File: src/rtl/lockdet_pkg.sv
package lockdet_pkg;
    // Classification of one phase-detector cycle's error.
    typedef enum logic [1:0] {
        GR_CLEAN = 2'd0,   // below the acquisition threshold
        GR_MID   = 2'd1,   // between the two thresholds (inclusive of both)
        GR_LOSS  = 2'd2    // above the release threshold
    } grade_t;
endpackage

File: src/rtl/lockdet_grade.sv
module lockdet_grade
    import lockdet_pkg::*;
#(
    parameter int ERR_W     = 8,
    parameter int LOCK_TH   = 15,
    parameter int UNLOCK_TH = 25
) (
    input  logic [ERR_W-1:0] err,
    output grade_t           grade
);
    localparam logic [ERR_W-1:0] ACQ_LIM = ERR_W'(LOCK_TH);
    localparam logic [ERR_W-1:0] REL_LIM = ERR_W'(UNLOCK_TH);

    always_comb begin
        if (err < ACQ_LIM) begin
            grade = GR_CLEAN;
        end else if (err > REL_LIM) begin
            grade = GR_LOSS;
        end else begin
            grade = GR_MID;
        end
    end
endmodule

File: src/rtl/lockdet_need.sv
module lockdet_need #(
    parameter int CNT_LO = 3,
    parameter int CNT_HI = 5,
    parameter int CW     = 3
) (
    input  logic          sel_hi,
    output logic [CW-1:0] need
);
    localparam logic [CW-1:0] NEED_LO = CW'(CNT_LO);
    localparam logic [CW-1:0] NEED_HI = CW'(CNT_HI);

    generate
        if (CNT_LO == CNT_HI) begin : g_fixed
            assign need = NEED_LO;
        end else begin : g_sel
            assign need = sel_hi ? NEED_HI : NEED_LO;
        end
    endgenerate

    logic unused_sel;
    assign unused_sel = sel_hi;
endmodule

File: src/rtl/lockdet_core.sv
module lockdet_core
    import lockdet_pkg::*;
#(
    parameter int CW = 3
) (
    input  logic          clk,
    input  logic          rst,
    input  logic          strobe,
    input  grade_t        grade,
    input  logic [CW-1:0] need,
    output logic          locked
);
    typedef struct packed {
        logic          locked;
        logic [CW-1:0] run;
    } state_t;

    state_t st_d, st_q;
    logic [CW:0] run_inc;

    always_comb begin
        st_d    = st_q;
        run_inc = {1'b0, st_q.run} + (CW+1)'(1);
        if (strobe) begin
            if (!st_q.locked) begin
                if (grade == GR_CLEAN) begin
                    if (run_inc >= {1'b0, need}) begin
                        st_d.locked = 1'b1;
                        st_d.run    = '0;
                    end else begin
                        st_d.run    = run_inc[CW-1:0];
                    end
                end else begin
                    st_d.run = '0;
                end
            end else if (grade == GR_LOSS) begin
                st_d.locked = 1'b0;
                st_d.run    = '0;
            end
        end
    end

    always_ff @(posedge clk) begin
        if (rst) begin
            st_q <= '0;
        end else begin
            st_q <= st_d;
        end
    end

    assign locked = st_q.locked;
endmodule

File: src/rtl/pll_lock_watch.sv
module pll_lock_watch
    import lockdet_pkg::*;
#(
    parameter int ERR_W     = 8,
    parameter int LOCK_TH   = 15,
    parameter int UNLOCK_TH = 25,
    parameter int CNT_LO    = 3,
    parameter int CNT_HI    = 5
) (
    input  logic             clk,
    input  logic             rst,
    input  logic             pd_valid,
    input  logic [ERR_W-1:0] pd_err,
    input  logic             five_mode,
    output logic             locked
);
    localparam int CNT_MAX = (CNT_HI > CNT_LO) ? CNT_HI : CNT_LO;
    localparam int CW      = $clog2(CNT_MAX + 1);

    grade_t        grade;
    logic [CW-1:0] need;

    lockdet_grade #(
        .ERR_W(ERR_W), .LOCK_TH(LOCK_TH), .UNLOCK_TH(UNLOCK_TH)
    ) u_grade (
        .err(pd_err), .grade(grade)
    );

    lockdet_need #(
        .CNT_LO(CNT_LO), .CNT_HI(CNT_HI), .CW(CW)
    ) u_need (
        .sel_hi(five_mode), .need(need)
    );

    lockdet_core #(
        .CW(CW)
    ) u_core (
        .clk(clk), .rst(rst), .strobe(pd_valid),
        .grade(grade), .need(need), .locked(locked)
    );
endmodule

File: config.mk
export PLATFORM = sky130hd
export DESIGN_NAME = pll_lock_watch
export DESIGN_NICKNAME = d
export VERILOG_FILES = /design/src/rtl/lockdet_pkg.sv /design/src/rtl/lockdet_grade.sv /design/src/rtl/lockdet_need.sv /design/src/rtl/lockdet_core.sv /design/src/rtl/pll_lock_watch.sv
export SDC_FILE = /design/constraint.sdc
export NUM_CORES = 1
export LEC_CHECK = 0
export ABC_AREA = 1
export BUFFER_PORTS_ARGS = -buffer_cell sky130_fd_sc_hd__clkbuf_2
export CORE_AREA = 2 2 39 41
export CTS_CLUSTER_DIAMETER = 120
export DETAILED_ROUTE_END_ITERATION = 8
export DIE_AREA = 0 0 41 43
export PLACE_DENSITY = 0.59
export SLEW_MARGIN = 20
export SYNTH_ARGS = -nofsm -noshare
export SYNTH_HDL_FRONTEND = slang
export SYNTH_SLANG_ARGS = --single-unit
File: constraint.sdc
create_clock -name clk -period 1.74 [get_ports clk]
set_input_delay 0.348 -clock clk [delete_from_list [all_inputs] [get_ports clk]]
set_output_delay 0.348 -clock clk [all_outputs]
set_load 0.01 [all_outputs]
---- Word-level counts from Yosys, hierarchy flattened ----
Cells that the tools add are included.
storage, ports and cells
  bits in registers ....................... 4
  bits of input ports ..................... 12
  logic and storage cells ................. 19
  output and inout bits ................... 1
cells by class
  multiplexer cells ....................... 9
  equal/unequal tests ..................... 2
  $add $sub $neg .......................... 1
  $lt $le $gt $ge ......................... 3
  reductions and logical operators ........ 2
operator list
  cell                                                 count
  2-to-1 mux 3 bit                                     3
  > comparator 8 x 5 -> 1 bit (second input constant)  1
  < comparator 8 x 4 -> 1 bit (second input constant)  1
  2-to-1 mux 4 bit                                     2
  adder 3 x 1 -> 4 bit (second input constant)         1
  greater-or-equal comparator 4 x 3 -> 1 bit           1
  2-to-1 mux 2 bit                                     2
  equality test 2 bit (second input constant)          1
  logical NOT 2 bit                                    1
  2-to-1 mux 1 bit                                     2
  != test 2 bit (second input constant)                1
  AND reduction 2 bit                                  1

---- Logic depth before layout (Yosys ltp) ----
Gate-level depths: netlist (run 1).
  word-level depth ........................ 6
  depth in mapped cells ................... 9
  mapped depth without buffers ............ 9

---- Hierarchy ----
A second synthesis (run 1) with hierarchy kept.
unflattened totals
  cell total of the unflattened synthesis .. 71
  area, all modules ....................... 419.2 um2
by module, submodules not included
  module         cells an instance  times used  area an instance (um2)
  lockdet_core   51                 1           329.1
  lockdet_grade  16                 1           67.6
  lockdet_need   4                  1           22.5

---- Worst setup path before layout (run 1) ----
Ideal clock, no wire load.
  kind .................................... flip-flop to flip-flop
  start ................................... register u_core.st_q[0] in the netlist's numbering
  end ..................................... register u_core.st_q[1] in the netlist's numbering
  buffers on the path ..................... 0
  arrival time ............................ 1.353 ns
  data required time ...................... 1.670 ns
  path slack .............................. 0.317 ns
  setup time .............................. 0.070 ns
  stages on the path, launching flop included .. 10
  cells stage by stage .................... dfxtp_1 -> ha_1 -> xnor2_1 -> inv_1 -> ha_1 -> nand2_1 -> nand3_1 -> inv_1 -> nand2_1 -> a21oi_1
on the way
  cells in the longest elaborated chain, start to end .. 5
ends and longest elaborated chain
  element                                     RTL line            RTL
  start, declared                             lockdet_core.sv:18  state_t st_d, st_q;
  start signal, assigned                      lockdet_core.sv:47  st_q <= st_d;
  adder 3 x 1 -> 4 bit *                      lockdet_core.sv:23  run_inc = {1'b0, st_q.run} + (CW+1)'(1);
  greater-or-equal comparator 4 x 3 -> 1 bit  lockdet_core.sv:27  if (run_inc >= {1'b0, need}) begin
  2-to-1 mux 3 bit *                          lockdet_core.sv:27
  2-to-1 mux 3 bit *                          lockdet_core.sv:26  if (grade == GR_CLEAN) begin
  2-to-1 mux 4 bit *                          lockdet_core.sv:25  if (!st_q.locked) begin
Mark *: on every way between the ends. The rest lies on a longest branch, timed or not.
A chain may end at the register's enable or synchronous reset.

---- Worst setup path after layout (run 1) ----
  start ................................... register u_core.st_q[1] in the netlist's numbering
  end ..................................... register u_core.st_q[1] in the netlist's numbering
The elaborated chain is that of the path after synthesis.

==> run metrics, run 1 <==
drt first pass iters 4; crit path max fanout 4; die area between 1500 and 2000 sq um; Final Hold Fails 0; Die Ht between 40 and 50 microns; core area 1380 sq um; status completed; dpl ws between 150 and 200 ps; R2R cell count 9; peak supply drop between 0.3 and 0.4 mV; clk sinks 4; largest net degree at the start of global routing 6; Routed wire per std cell approximately 7.6 microns; Final Setup Violations 0; Pwr Total ~0.27 mW; layout net count between 80 and 90; Async S/R FF share, synth 0; Setup Buffers After CTS 0; commonest cells in the synthesized netlist nand2_1 (16), inv_1 (15), nor2_1 (5); chip width 41 microns; final hold slack around 300 ps; Hold Path Stages 2; cell taking the most area after synthesis dfxtp_1; Seq cells post-synth 4; area share of the largest cell type after synthesis 0.229; Critical Path Start Type flop; Area Overhead vs Synth 32.6%; ys flop type dfxtp_1; Worst-Margin Slew about 170 ps; top-count cell post-synth nand2_1; FF/Latch Area roughly 80 sq um; clk_skew roughly 0.79 ps; slew margin rel. 0.885; Net Count, Synth between 70 and 80; Rows 14; required time worst endpoint around 1900 ps; Final ANT Viol Nets 0; Placed Area ~430 sq um; Synth warnings 0; Power Density a little under 600 nW/um^2; Slew Viols, Final 0; MaxCap Viol Count 0; H-Tree Depth 1; gr ovfl total 0; insertion delay to the later sink of the worst-skew pair around 230 ps; critical path endpoint category flop; Post-Syn Instances 58; GRT Total Usage 0.105; share of the yosys chip area belonging to registers 0.229; post-route cell area around 460 sq um; Max Fclk 651 MHz; vias per cell between 4 and 5; Multi-input gate area approximately 220 sq um; Area contributors post-synth dfxtp_1 (23%), nand2_1 (17%), inv_1 (16%); Avg Inst Size Synth between 6 and 7 sq um; WL final ~670 microns; clk root buf clkbuf_4; Port Buffers 12; Crit Path Class reg -> reg; GP Congestion 0.787; DR vias about 360; first-pass GRT wire length roughly 1.2 mm; Post-synth EDFFs 0; Fill cells approximately 160; static leakage around 0.25 nW; number of global-route vias before repair around 350; layout cells sized above 1 0.315; Hold Path Class in -> reg; Top Ports 13; synth unique cells 16; Clock Path Buffers 2; Final Cycle Share 0.883; Initial Util 0.252; DRC 0; Synth Cell Area 349 sq um; CTS tree yes; CTS Buf Count 3; diode count 0; post-DP HPWL ~570 microns; CP arrival 1700 ps; Tmin final between 1500 and 2000 ps; initial DRC count 4; Final WS setup slightly above 200 ps; initial antenna violation count 0; clock transition at the registers of the reported paths 30 ps
[per-layer routing]
| layer | vias to the layer above | GRT usage | part of all wire |
|---|---|---|---|
| li1 | 204 | - | - |
| met1 | 157 | 0.115 | 0.43 |
| met2 | 2 | 0.159 | 0.55 |
| met3 | 0 | 0.0314 | 0.010 |
| met4 | 0 | 0.0800 | 0 |
| met5 | - | 0 | 0 |
[stage by stage]
step	utilization	instances	setup TNS, ps
CTS	0.326	89	0
global route	0.335	89	-3.23
finish	0.335	89	0
floorplan	-	58	0
global placement	0.310	86	0
detailed placement	0.310	86	0
[layout make-up]
class / count / area share
Multi-Input combinational cell: 38 / 0.476
Sequential cell: 4 / 0.173
Timing Repair Buffer: 12 / 0.130
Inverter: 16 / 0.130
Clock buffer: 3 / 0.0486
Tap cell: 16 / 0.0432
[state kept, by name, indices dropped and copies added, names as in the netlist]
signal and flops:
u_core.st_q 3, u_core.locked 1
[power breakdown]
part	internal [mW]	switching (mW)
Combinational	0.0260	0.0312
Sequential	0.0963	0.00469
Clock	0.0769	0.0336
[what timing repair did]
item                       CTS  global route
setup endpoints to repair    0             2
gates resized for setup      0             2
hold buffers                 0             0
[path summary, 6_finish.rpt]
| check | start | endpoint | slack (ps) |
|---|---|---|---|
| worst max-delay path | u_core.st_q[1] | u_core.st_q[1] | 200 |
| worst min-delay path | rst | u_core.st_q[0] | 290 |
| worst max register to register | u_core.st_q[1] | u_core.st_q[1] | 200 |
| worst min register to register | u_core.st_q[0] | u_core.st_q[0] | 520 |
[placed cells by master, fill, tap and decap left out, drive strengths merged]
cell type	Yosys	routed
nor2	6	6
nand3	5	5
o21ai	2	2
dfxtp	4	4
clkinv	1	1
xnor2	1	1
clkbuf	0	15
nand2	17	17
a21oi	4	4
nand4	1	1
inv	15	15
ha	2	2
[critical path, cell delays in order (launching register included)]
cell and delay, ps:
dfxtp_1 380, ha_1 210, xnor2_2 120, inv_1 60, ha_1 260, nand2_1 80, nand3_1 90, inv_1 80
nand2_1 60, a21oi_2 120
[cells by family (layout without fill, tap and decap cells)]
| kind of cell | Yosys count | after routing | synth area share |
|---|---|---|---|
| simple gates | 29 | 29 | 0.394 |
| buf+inv | 16 | 31 | 0.172 |
| compound gates | 6 | 6 | 0.108 |
| flops | 4 | 4 | 0.229 |
| fa+ha+maj | 2 | 2 | 0.0717 |
| xor+xnor | 1 | 1 | 0.0251 |
Power figures use the tool's default switching activity.
==> run 2: changes to the inputs <==
--- a/config.mk
+++ b/config.mk
@@ -16,3 +16,4 @@
 export SYNTH_ARGS = -nofsm -noshare
 export SYNTH_HDL_FRONTEND = slang
 export SYNTH_SLANG_ARGS = --single-unit
+export TNS_END_PERCENT = 100
==> constraint.sdc (replaced) <==
create_clock -name clk -period 1.7 [get_ports clk]
set_input_delay 0.34 -clock clk [delete_from_list [all_inputs] [get_ports clk]]
set_output_delay 0.34 -clock clk [all_outputs]
set_load 0.01 [all_outputs]
==> run metrics, run 2 (synthesis gave the netlist of run 1 again) <==
H-Tree Depth 1; Final ANT Viol Nets 0; Crit Path Class reg -> reg; Routed wire per std cell 7.69 microns; layout cells sized above 1 0.301; CP Launch Point u_core.st_q[1]; RSZ-0062 raised after global routing no; diode count 0; Cell Chain, Critical Path ha_1 -> xnor2_2 -> inv_1 -> ha_1 -> nand2_1 -> nand3_1 -> inv_1 -> nand2_1 -> a21oi_1; register with the most flip-flops u_core.st_q; slew margin rel. 0.887; Final WS setup between 100 and 150 ps; max reg flops 3; vias per cell 3.96; Final Setup Violations 0; first-pass GRT wire length between 1 and 1.5 mm; worst r2r src u_core.st_q[1]; Rows 14; peak supply drop ~0.34 mV; drt first pass iters 1; Power Density approximately 600 nW/um^2; GRT Total Usage 0.107; utilization after layout 0.332; gr ovfl total 0; dpl ws between 100 and 150 ps; HP Start rst; clock transition at the registers of the reported paths approximately 40 ps; most common cell after layout, fill and taps aside nand2_1; Clock Path Buffers 2; Fill cells between 150 and 200; Top Ports 13; insertion delay to the later sink of the worst-skew pair between 200 and 250 ps; Slew Viols, Final 0; DR vias approximately 350; Area Overhead vs Synth 31.5%; Worst-Margin Slew 169 ps; Max Fclk ~640 MHz; status completed; critical path endpoint category flop; Hold Buf Count CTS 0; most frequent cells in the layout nand2_1 (16), inv_1 (15), clkbuf_2 (12), nor2_1 (5), dfxtp_1 (4); Die Ht 43 microns; Tmin final between 1500 and 2000 ps; CTS Buf Count 3; CP arrival 1730 ps; Pwr Total around 0.28 mW; chip width about 41 microns; MaxCap Viol Count 0; largest net degree at the start of global routing 6; initial antenna violation count 0; required time worst endpoint ~1900 ps; number of global-route vias before repair 331; post-DP HPWL 584 microns; DRC 0; CP max stage cell dfxtp_1; Critical Path Start Type flop; Port Buffers 12; Hold Path Class in -> reg; Final Cycle Share 0.924; Final Hold Fails 0; CP max stage delay about 390 ps; initial DRC count 0; static leakage between 0.2 and 0.25 nW; die area roughly 1800 sq um; GP Congestion about 0.78; clk sinks 4; clk root buf clkbuf_4; CTS tree yes; core area between 1000 and 1500 sq um; post-route setup TNS 0 ps; clk_skew about 2.9 ps; layout net count 89; Initial Util 0.252; crit path max fanout 4; WL final between 600 and 700 microns
-- run 2: layout make-up --
cell class	count	area (sq um)	share of cell area
timing repair buffer	12	60.1	0.131
clock buffer	3	22.5	0.0490
tap	16	20.0	0.0436
multi-input combinational	38	216	0.471
sequential	4	80.1	0.174
inverter	16	60.1	0.131
-- run 2: what timing repair did --
| item | CTS | global route |
|---|---|---|
| hold endpoints to repair | 0 | 0 |
| setup buffers | 0 | 0 |
| gates resized for setup | 0 | 1 |
| setup endpoints to repair | 0 | 3 |
-- run 2: worst paths after layout --
path,cells past startpoint,slack (ps),to
max reg2reg,9,130,u_core.st_q[1]
min reg2reg,2,530,u_core.st_q[0]
max,9,130,u_core.st_q[1]
min,2,280,u_core.st_q[0]
-- run 2: worst max-delay path: cells and delay by family, from the launching register on --
family                     cells  cell delay (ps)
adders and majority gates      2              490
DFF                            1              390
and+or+nand+nor                3              240
buffers and inverters          2              140
xor gates and xnor gates       1              120
AOI/OAI and AO/OA              1              120
-- run 2: routing by layer --
metal	vias to the layer above	GRT usage	share of wire
met5	-	0	0
met4	0	0.100	0
met3	0	0.0314	0.0058
met2	2	0.141	0.54
met1	145	0.129	0.46
li1	205	-	-
-- run 2: power breakdown --
group	internal (mW)	total, mW	switching (mW)	leakage, nW
Sequential	0.0985	0.103	0.00486	0.0328
Combinational	0.0265	0.0581	0.0316	0.203
Clock	0.0787	0.114	0.0353	0.0138
-- run 2: per-stage QoR --
step	hold WS, ps	instances	cell area [sq um]
after floorplan	402	58	349
final	281	89	459
after detailed placement	521	86	429
after global routing	280	89	459
after global placement	512	86	429
after CTS	271	89	452
==> run 3: changes to the inputs <==
--- a/config.mk
+++ b/config.mk
@@ -11,7 +11,7 @@
 export CTS_CLUSTER_DIAMETER = 120
 export DETAILED_ROUTE_END_ITERATION = 8
 export DIE_AREA = 0 0 41 43
-export PLACE_DENSITY = 0.59
+export PLACE_DENSITY = 0.61
 export SLEW_MARGIN = 20
 export SYNTH_ARGS = -nofsm -noshare
 export SYNTH_HDL_FRONTEND = slang
==> constraint.sdc (replaced) <==
create_clock -name clk -period 1.4 [get_ports clk]
set_input_delay 0.28 -clock clk [delete_from_list [all_inputs] [get_ports clk]]
set_output_delay 0.28 -clock clk [all_outputs]
set_load 0.01 [all_outputs]
==> run metrics, run 3 (synthesis gave the netlist of run 1 again) <==
clk root buf clkbuf_4; GP Congestion 0.696; clk sinks 4; CTS tree yes; CP Launch Point u_core.st_q[0]; gr ovfl total 0; GRT Total Usage 0.116; Final Hold Fails 0; worst setup path endpoint u_core.st_q[0]; initial antenna violation count 0; Clock Path Buffers 2; DR WL met3 19 microns; Final Cycle Share 1.00; critical path endpoint category flop; WL final roughly 750 microns; Tmin final ~1400 ps; Final WS setup -5.09 ps; Rows 14; clock transition at the registers of the reported paths 40 ps; Port Buffers 12; H-Tree Depth 1; DR vias 372; CTS Buf Count 3; core area roughly 1400 sq um; Crit Path Class reg -> reg; R2R cell count 9; slew margin rel. 0.869; crit path max fanout 2; post-placement cell count just under 90; Critical Path Start Type flop; number of global-route vias before repair 352; Final ANT Viol Nets 0; dpl ws -94.1 ps; Final Setup Violations 1; drt first pass iters 2; vias per cell about 4; layout net count 93; initial DRC count 4; max reg flops 3; peak supply drop 0.309 mV; RSZ-0062 raised after global routing yes; worst r2r src u_core.st_q[0]; DRT met1 WL between 300 and 400 microns; Top Ports 13; most frequent cells in the layout inv_1 (14), nand2_1 (13), clkbuf_2 (12); post-DP HPWL around 650 microns; Worst-Margin Slew slightly below 200 ps; chip width just over 40 microns; static leakage about 0.27 nW; largest net degree at the start of global routing 6; diode count 0; register with the most flip-flops u_core.st_q; most common cell after layout, fill and taps aside inv_1; Area Overhead vs Synth 52.0%; Power Density between 600 and 700 nW/um^2; fin cells 93; Hold Path Class in -> reg; MaxCap Viol Count 0; die area roughly 1800 sq um; failing checks setup timing; clk_skew about 8.7 ps; Hold Buf Count CTS 0; DRC 0; Slew Viols, Final 0; FF-to-FF setup slack -5 ps; status finished, violations left; layout cells sized above 1 0.494; Initial Util 0.252; Top Metal Used met3; Routed wire per std cell 8.10 microns; first-pass GRT wire length ~1.4 mm; CP arrival 1580 ps; Max Fclk 712 MHz; reg2reg end u_core.st_q[0]; insertion delay to the later sink of the worst-skew pair approximately 240 ps; required time worst endpoint ~1600 ps; Die Ht between 40 and 50 microns; met2 wire length between 300 and 400 microns
==> run 3: cell types whose count changed in the layout (fill, tap and decap cells not counted), sizes merged <==
cell / delta
buf: +4
==> run 3: worst max-delay path, stage by stage (launching register included) <==
cell and delay (ps):
dfxtp_2 330, ha_4 160, xnor2_2 130, inv_1 60, ha_1 280, nand2_2 70, nand2_1 60, nor2_2 90
nand2_1 70, a21oi_2 100
==> run 3: metrics by stage <==
stage / util / power, mW / hold WS (ps) / setup TNS [ps] / instance area [sq um]
after floorplan: - / 0.171 / 335 / 0 / 362
after global placement: 0.335 / 0.201 / 451 / -113 / 464
after detailed placement: 0.335 / 0.203 / 455 / -296 / 464
after CTS: 0.373 / 0.363 / 198 / -68.1 / 515
after global routing: 0.383 / 0.389 / 202 / -230 / 531
final: 0.383 / 0.359 / 207 / -5.09 / 531
==> run 3: worst min path at each step <==
stage	start	endpoint	cells past startpoint
floorplan	rst	u_core.st_q[0]	1
global placement	rst	u_core.st_q[0]	2
detailed placement	rst	u_core.st_q[0]	2
CTS	rst	u_core.st_q[0]	2
global route	rst	u_core.st_q[0]	2
finish	rst	u_core.st_q[0]	2
==> run 3: report_power, final <==
| group | total (mW) | switching (mW) | internal (mW) |
|---|---|---|---|
| logic | 0.0889 | 0.0469 | 0.0420 |
| clock network | 0.145 | 0.0491 | 0.0960 |
| registers | 0.126 | 0.00565 | 0.120 |
| total | 0.359 | 0.102 | 0.258 |
==> run 3: final cells by class <==
| type | instances | area [sq um] |
|---|---|---|
| multi-input combinational | 38 | 255 |
| clock buffer | 3 | 22.5 |
| sequential | 4 | 82.6 |
| tap | 16 | 20.0 |
| inverter | 16 | 60.1 |
| timing repair buffer | 16 | 90.1 |
| fill | 155 | 853 |
==> run 3: repair_timing <==
item | 4_1_cts | 5_1_grt
gates resized for setup | 5 | 5
buffers inserted | 1 | 0
setup endpoints to repair | 4 | 4
cloned | 0 | 0
pin swaps | 3 | 1
==> run 3: routing by layer <==
layer  track usage  vias to the layer above
met2         0.172                        3
met1         0.138                      157
met3        0.0157                        0
li1              -                      212
met5             0                        -
met4         0.100                        0
